===== src/rtl/polyfx_eval.sv =====
module polyfx_eval #(
  parameter int W         = 32,
  parameter int FRAC      = 7,
  parameter int MAX_ORDER = 7
) (
  input  logic         clk,
  input  logic         rst_n,
  input  logic         coef_we,
  input  logic [$clog2(MAX_ORDER+1)-1:0] coef_addr,
  input  logic [W-1:0] coef_wdata,
  input  logic         start,
  input  logic [W-1:0] x_in,
  input  logic [$clog2(MAX_ORDER+1)-1:0] order,
  output logic         busy,
  output logic         done,
  output logic [W-1:0] result,
  output logic         ovf
);
  localparam int IW = $clog2(MAX_ORDER+1);
  localparam logic [IW-1:0] MAXO = IW'(MAX_ORDER);
  localparam logic [W-1:0] ONE  = W'(1) << FRAC;
  localparam logic [W-1:0] VMAX = {1'b0, {(W-1){1'b1}}};
  localparam logic [W-1:0] VMIN = {1'b1, {(W-1){1'b0}}};

  typedef enum logic [1:0] {S_IDLE, S_MAC, S_POW} state_t;

  state_t         state;
  logic [W-1:0]   coef [MAX_ORDER+1];
  logic [W-1:0]   x_q, pw, acc;
  logic [IW-1:0]  idx, ord_q, ord_in;
  logic [W-1:0]   mop, tsat;
  logic [2*W-1:0] prod, scaled;
  logic           p_ovf, s_ovf;
  logic [W:0]     sum;
  logic [W-1:0]   sum_sat;

  generate
    if ((1 << IW) > MAX_ORDER + 1) begin : g_clamp
      assign ord_in = (order > MAXO) ? MAXO : order;
    end else begin : g_direct
      assign ord_in = order;
    end
  endgenerate

  assign mop    = (state == S_POW) ? x_q : coef[idx];
  assign prod   = $signed(pw) * $signed(mop);
  assign scaled = $signed(prod) >>> FRAC;
  assign p_ovf  = !((&scaled[2*W-1:W-1]) || !(|scaled[2*W-1:W-1]));
  assign tsat   = p_ovf ? (scaled[2*W-1] ? VMIN : VMAX) : scaled[W-1:0];

  assign sum     = {acc[W-1], acc} + {tsat[W-1], tsat};
  assign s_ovf   = sum[W] ^ sum[W-1];
  assign sum_sat = s_ovf ? (sum[W] ? VMIN : VMAX) : sum[W-1:0];

  assign busy   = (state != S_IDLE);
  assign result = acc;

  always_ff @(posedge clk or negedge rst_n) begin
    if (!rst_n) begin
      state <= S_IDLE;
      x_q   <= '0;
      pw    <= '0;
      acc   <= '0;
      idx   <= '0;
      ord_q <= '0;
      ovf   <= 1'b0;
      done  <= 1'b0;
      for (int i = 0; i <= MAX_ORDER; i++) coef[i] <= '0;
    end else begin
      done <= 1'b0;
      if (coef_we && state == S_IDLE && coef_addr <= MAXO)
        coef[coef_addr] <= coef_wdata;
      case (state)
        S_IDLE: if (start) begin
          x_q   <= x_in;
          ord_q <= ord_in;
          pw    <= ONE;
          acc   <= '0;
          idx   <= '0;
          ovf   <= 1'b0;
          state <= S_MAC;
        end
        S_MAC: begin
          acc <= sum_sat;
          ovf <= ovf | p_ovf | s_ovf;
          if (idx == ord_q) begin
            done  <= 1'b1;
            state <= S_IDLE;
          end else begin
            state <= S_POW;
          end
        end
        S_POW: begin
          pw    <= tsat;
          ovf   <= ovf | p_ovf;
          idx   <= idx + 1'b1;
          state <= S_MAC;
        end
        default: state <= S_IDLE;
      endcase
    end
  end

  // an accepted start begins a run with a clear flag
  p_start_busy_r3: assert property (@(posedge clk) disable iff (!rst_n)
    (start && !busy) |=> (busy && !ovf));

  // saturation flag is sticky for the rest of a run
  p_ovf_sticky_r6: assert property (@(posedge clk) disable iff (!rst_n)
    (busy && ovf) |=> ovf);

  // completion is a single-cycle pulse seen only when idle
  p_done_pulse_r5: assert property (@(posedge clk) disable iff (!rst_n)
    done |=> !done);
  p_done_idle_r5: assert property (@(posedge clk) disable iff (!rst_n)
    done |-> !busy);

  // the captured point cannot change during a run
  p_ignore_start_r7: assert property (@(posedge clk) disable iff (!rst_n)
    busy |=> $stable(x_q) && $stable(ord_q));

  // outputs hold while idle without a start
  p_hold_r8: assert property (@(posedge clk) disable iff (!rst_n)
    (!busy && !start) |=> ($stable(result) && $stable(ovf)));
endmodule


===== config.mk =====
export PLATFORM = sky130hd
export DESIGN_NAME = polyfx_eval
export DESIGN_NICKNAME = d
export VERILOG_FILES = /design/src/rtl/polyfx_eval.sv
export SDC_FILE = /design/constraint.sdc
export NUM_CORES = 2
export LEC_CHECK = 0
export ABC_AREA = 1
export ABC_CLOCK_PERIOD_IN_PS = 19970
export BUFFER_PORTS_ARGS = -buffer_cell sky130_fd_sc_hd__buf_2
export CORE_UTILIZATION = 38
export DETAILED_ROUTE_END_ITERATION = 12
export SLEW_MARGIN = 20
export SYNTH_ARGS = -nofsm -noshare
export SYNTH_HDL_FRONTEND = slang
export SYNTH_SLANG_ARGS = --single-unit

===== constraint.sdc =====
create_clock -name clk -period 19.97 [get_ports clk]
set_input_delay 0.9985 -clock clk [delete_from_list [all_inputs] [get_ports clk]]
set_output_delay 0.9985 -clock clk [all_outputs]
set_load 0.05 [all_outputs]

==> metrics.md <==
| Metric | Value |
|---|---|
| WL/cell | `23.7 um` |
| CP required | `20.49 ns` |
| Seq/Total Area, Yosys | `0.171` |
| Via density | `5.35` |
| DR pass1 iterations | `8` |
| RSZ-0062 raised after global routing | `false` |
| CTS H-tree lvls | `2` |
| Main synth FF type | `dfrtp_1` |
| Seq cells post-synth | `362` |
| CTS Buf Count | `42` |
| Hold buffers post-CTS | `0` |
| RR Endpoint | `result[2]` |
| Clock Latency Late Sink | `0.61 ns` |
| Gate Count Post-Synth | `6285` |
| Cell taking the most area after synthesis | `fa_1` |
| Clk sinks | `362` |
| Actual slew at the worst max-slew pin | `1.28 ns` |
| Setup CP Type | `reg2reg` |
| Synth cell types | `46` |
| Asr flop ratio synth | `1.00` |
| Final worst-path cycle share | `0.790` |
| Commonest cells in the netlist | `nand2_1, inv_1, fa_1, nor2_1, o21ai_0` |
| Setup crit end kind | `register` |
| Yosys warns | `0` |
| Nets | `7623` |
| Share of cells above drive strength 1 | `0.0551` |
| Final slew viol count | `0` |
| Register area | `9060 um2` |
| Most used cell, CP | `fa_1` |
| Fillers | `13890` |
| EDFF count, synth | `0` |
| Routed Antenna Nets | `0` |
| Initial Util | `0.384` |
| Via Count | `43525` |
| Cell Rows | `136` |
| Worst-path clk slew | `0.06 ns` |
| Synthesized cell area | `53100 um2` |
| Slowest cell on crit path | `inv_1` |
| Root buf cell | `clkbuf_16` |
| Clk_skew | `0.0427 ns` |
| Max Fclk | `0.0634 GHz` |
| Final HPWL DP | `147000 um` |
| Cts repair resizes | `0` |
| Most common cell in the netlist | `nand2_1` |
| Syn avg cell area | `8.44 um2` |
| Arrival time worst endpoint | `16.29 ns` |
| Core ar. | `138000 um2` |
| Synthesized Nets | `7659` |
| Final weighted congestion in routability-driven placement | `1.01` |
| DR iter-0 viols | `4177` |
| WL final | `193000 um` |
| Antenna cells | `0` |
| Post-CTS setup buffer count | `0` |
| # DRC | `0` |
| HP Class | `in2async` |
| Die H | `376 um` |
| Die ar. | `141000 um2` |
| Port buffer count | `108` |
| Finished Core Util | `0.414` |
| Syn-to-layout area delta | `7.66%` |
| CP max stage delay | `0.76 ns` |
| Hold_ws | `0.436 ns` |
| Die width | `376 um` |
| CP max FO | `60` |
| First-pass GRT wire length | `294000 um` |
| R2r worst-path depth | `51` |
| Max-cap violation count | `0` |
| Vias in the first global route | `45807` |
| CTS tree | `done` |
| FF-to-FF setup slack | `4.20 ns` |
| Status | `finished clean` |
| Congestion Overflow GR | `0` |
| Overall Global Routing Usage | `0.280` |
| R2r startpoint | `idx[0]` |
| Final setup fails | `0` |
| Period minus WS final | `15.77 ns` |
| Initial antenna violation count | `3` |
| CTS Buffer Depth | `3` |
| Top cell type's share of synthesized area | `0.408` |
| Num ports | `109` |
| TNS Setup | `0 ns` |
| Largest net degree at the start of global routing | `181` |
| Multi-input logic area | `38600 um2` |
| Worst slew margin | `0.148` |
| Setup crit start kind | `register` |
| Synth top area cells | `fa_1, dfrtp_1, nand2_1, inv_1, nor2_1` |
| Final Hold Vio Count | `0` |
-- cell type report --
| class | instances | area share |
|---|---|---|
| clock buffers | 57 | 0.0210 |
| clock inverters | 17 | 0.00427 |
| inverters | 1147 | 0.0754 |
| multi-input cells | 4477 | 0.675 |
| flip-flops and latches | 362 | 0.159 |
| well taps | 1863 | 0.0408 |
| repair buffers | 219 | 0.0248 |
-- cell families after synthesis --
| logic type | after synthesis | share of synthesized area |
|---|---|---|
| AND/OR/NAND/NOR | 2276 | 0.166 |
| buffers and inverters | 1446 | 0.103 |
| adder cells (fa/ha/maj) | 1300 | 0.460 |
| AO/OA/AOI/OAI | 824 | 0.0873 |
| flip-flops | 362 | 0.171 |
| XOR/XNOR | 77 | 0.0127 |
-- worst max-delay path by stage --
stage	start	endpoint	slack, ns	cells after the start
after floorplan	idx[0]	result[29]	8.19	57
after global placement	idx[0]	ovf	4.42	57
after detailed placement	idx[0]	result[22]	4.15	51
after CTS	idx[0]	result[22]	4.18	51
after global routing	idx[0]	result[4]	3.14	53
final	idx[0]	result[2]	4.20	51
-- cells in the final DEF, fill, tap and decap left out, drive strengths merged, types with 3 or more instances in the layout --
| cell type | instances |
|---|---|
| nand2 | 1289 |
| inv | 1124 |
| fa | 1082 |
| nor2 | 840 |
| o21ai | 526 |
| dfrtp | 362 |
| buf | 219 |
| ha | 218 |
| a21oi | 152 |
| nand3 | 93 |
| o221ai | 61 |
| clkbuf | 57 |
| xnor2 | 49 |
| o22ai | 40 |
| clkinv | 36 |
| xor2 | 28 |
| nor3 | 26 |
| nand3b | 10 |
| o21a | 9 |
| a21boi | 9 |
| nand4 | 7 |
| a21o | 6 |
| nor4 | 5 |
| o21bai | 5 |
| a31oi | 4 |
| or2 | 4 |
| bufinv | 4 |
| a211oi | 3 |
| o31ai | 3 |
-- metrics by stage --
step	cells	area (um2)	worst slack [ns]
global route	8142	57100	3.14
CTS	8141	57100	4.18
floorplan	6285	53100	8.19
global placement	8067	55600	4.42
detailed placement	8067	55600	4.15
finish	8142	57100	4.20
-- routing by layer --
metal	part of all wire	GRT usage
met2	0.44	0.436
met4	0.068	0.145
met1	0.40	0.371
met3	0.095	0.0548
met5	0.00011	0
-- state kept, by name (all words and copies together), names as in the netlist, 2 cells and up --
signal  flops
x_q        32
pw         32
ord_q       3
result     32
coef      256
state       2
idx         3
-- critical path: cells and delay by family (launching register included) --
| family | cells | cell delay, ns |
|---|---|---|
| AOI/OAI and AO/OA | 12 | 2.63 |
| xor gates and xnor gates | 1 | 0.22 |
| adders and majority gates | 11 | 5.15 |
| buffers and inverters | 11 | 3.58 |
| DFF | 1 | 0.64 |
| and+or+nand+nor | 16 | 3.33 |
Power is left out: the tool's default activity adds up to more than one toggle a clock period on the data nets, which glitch-free logic cannot reach.
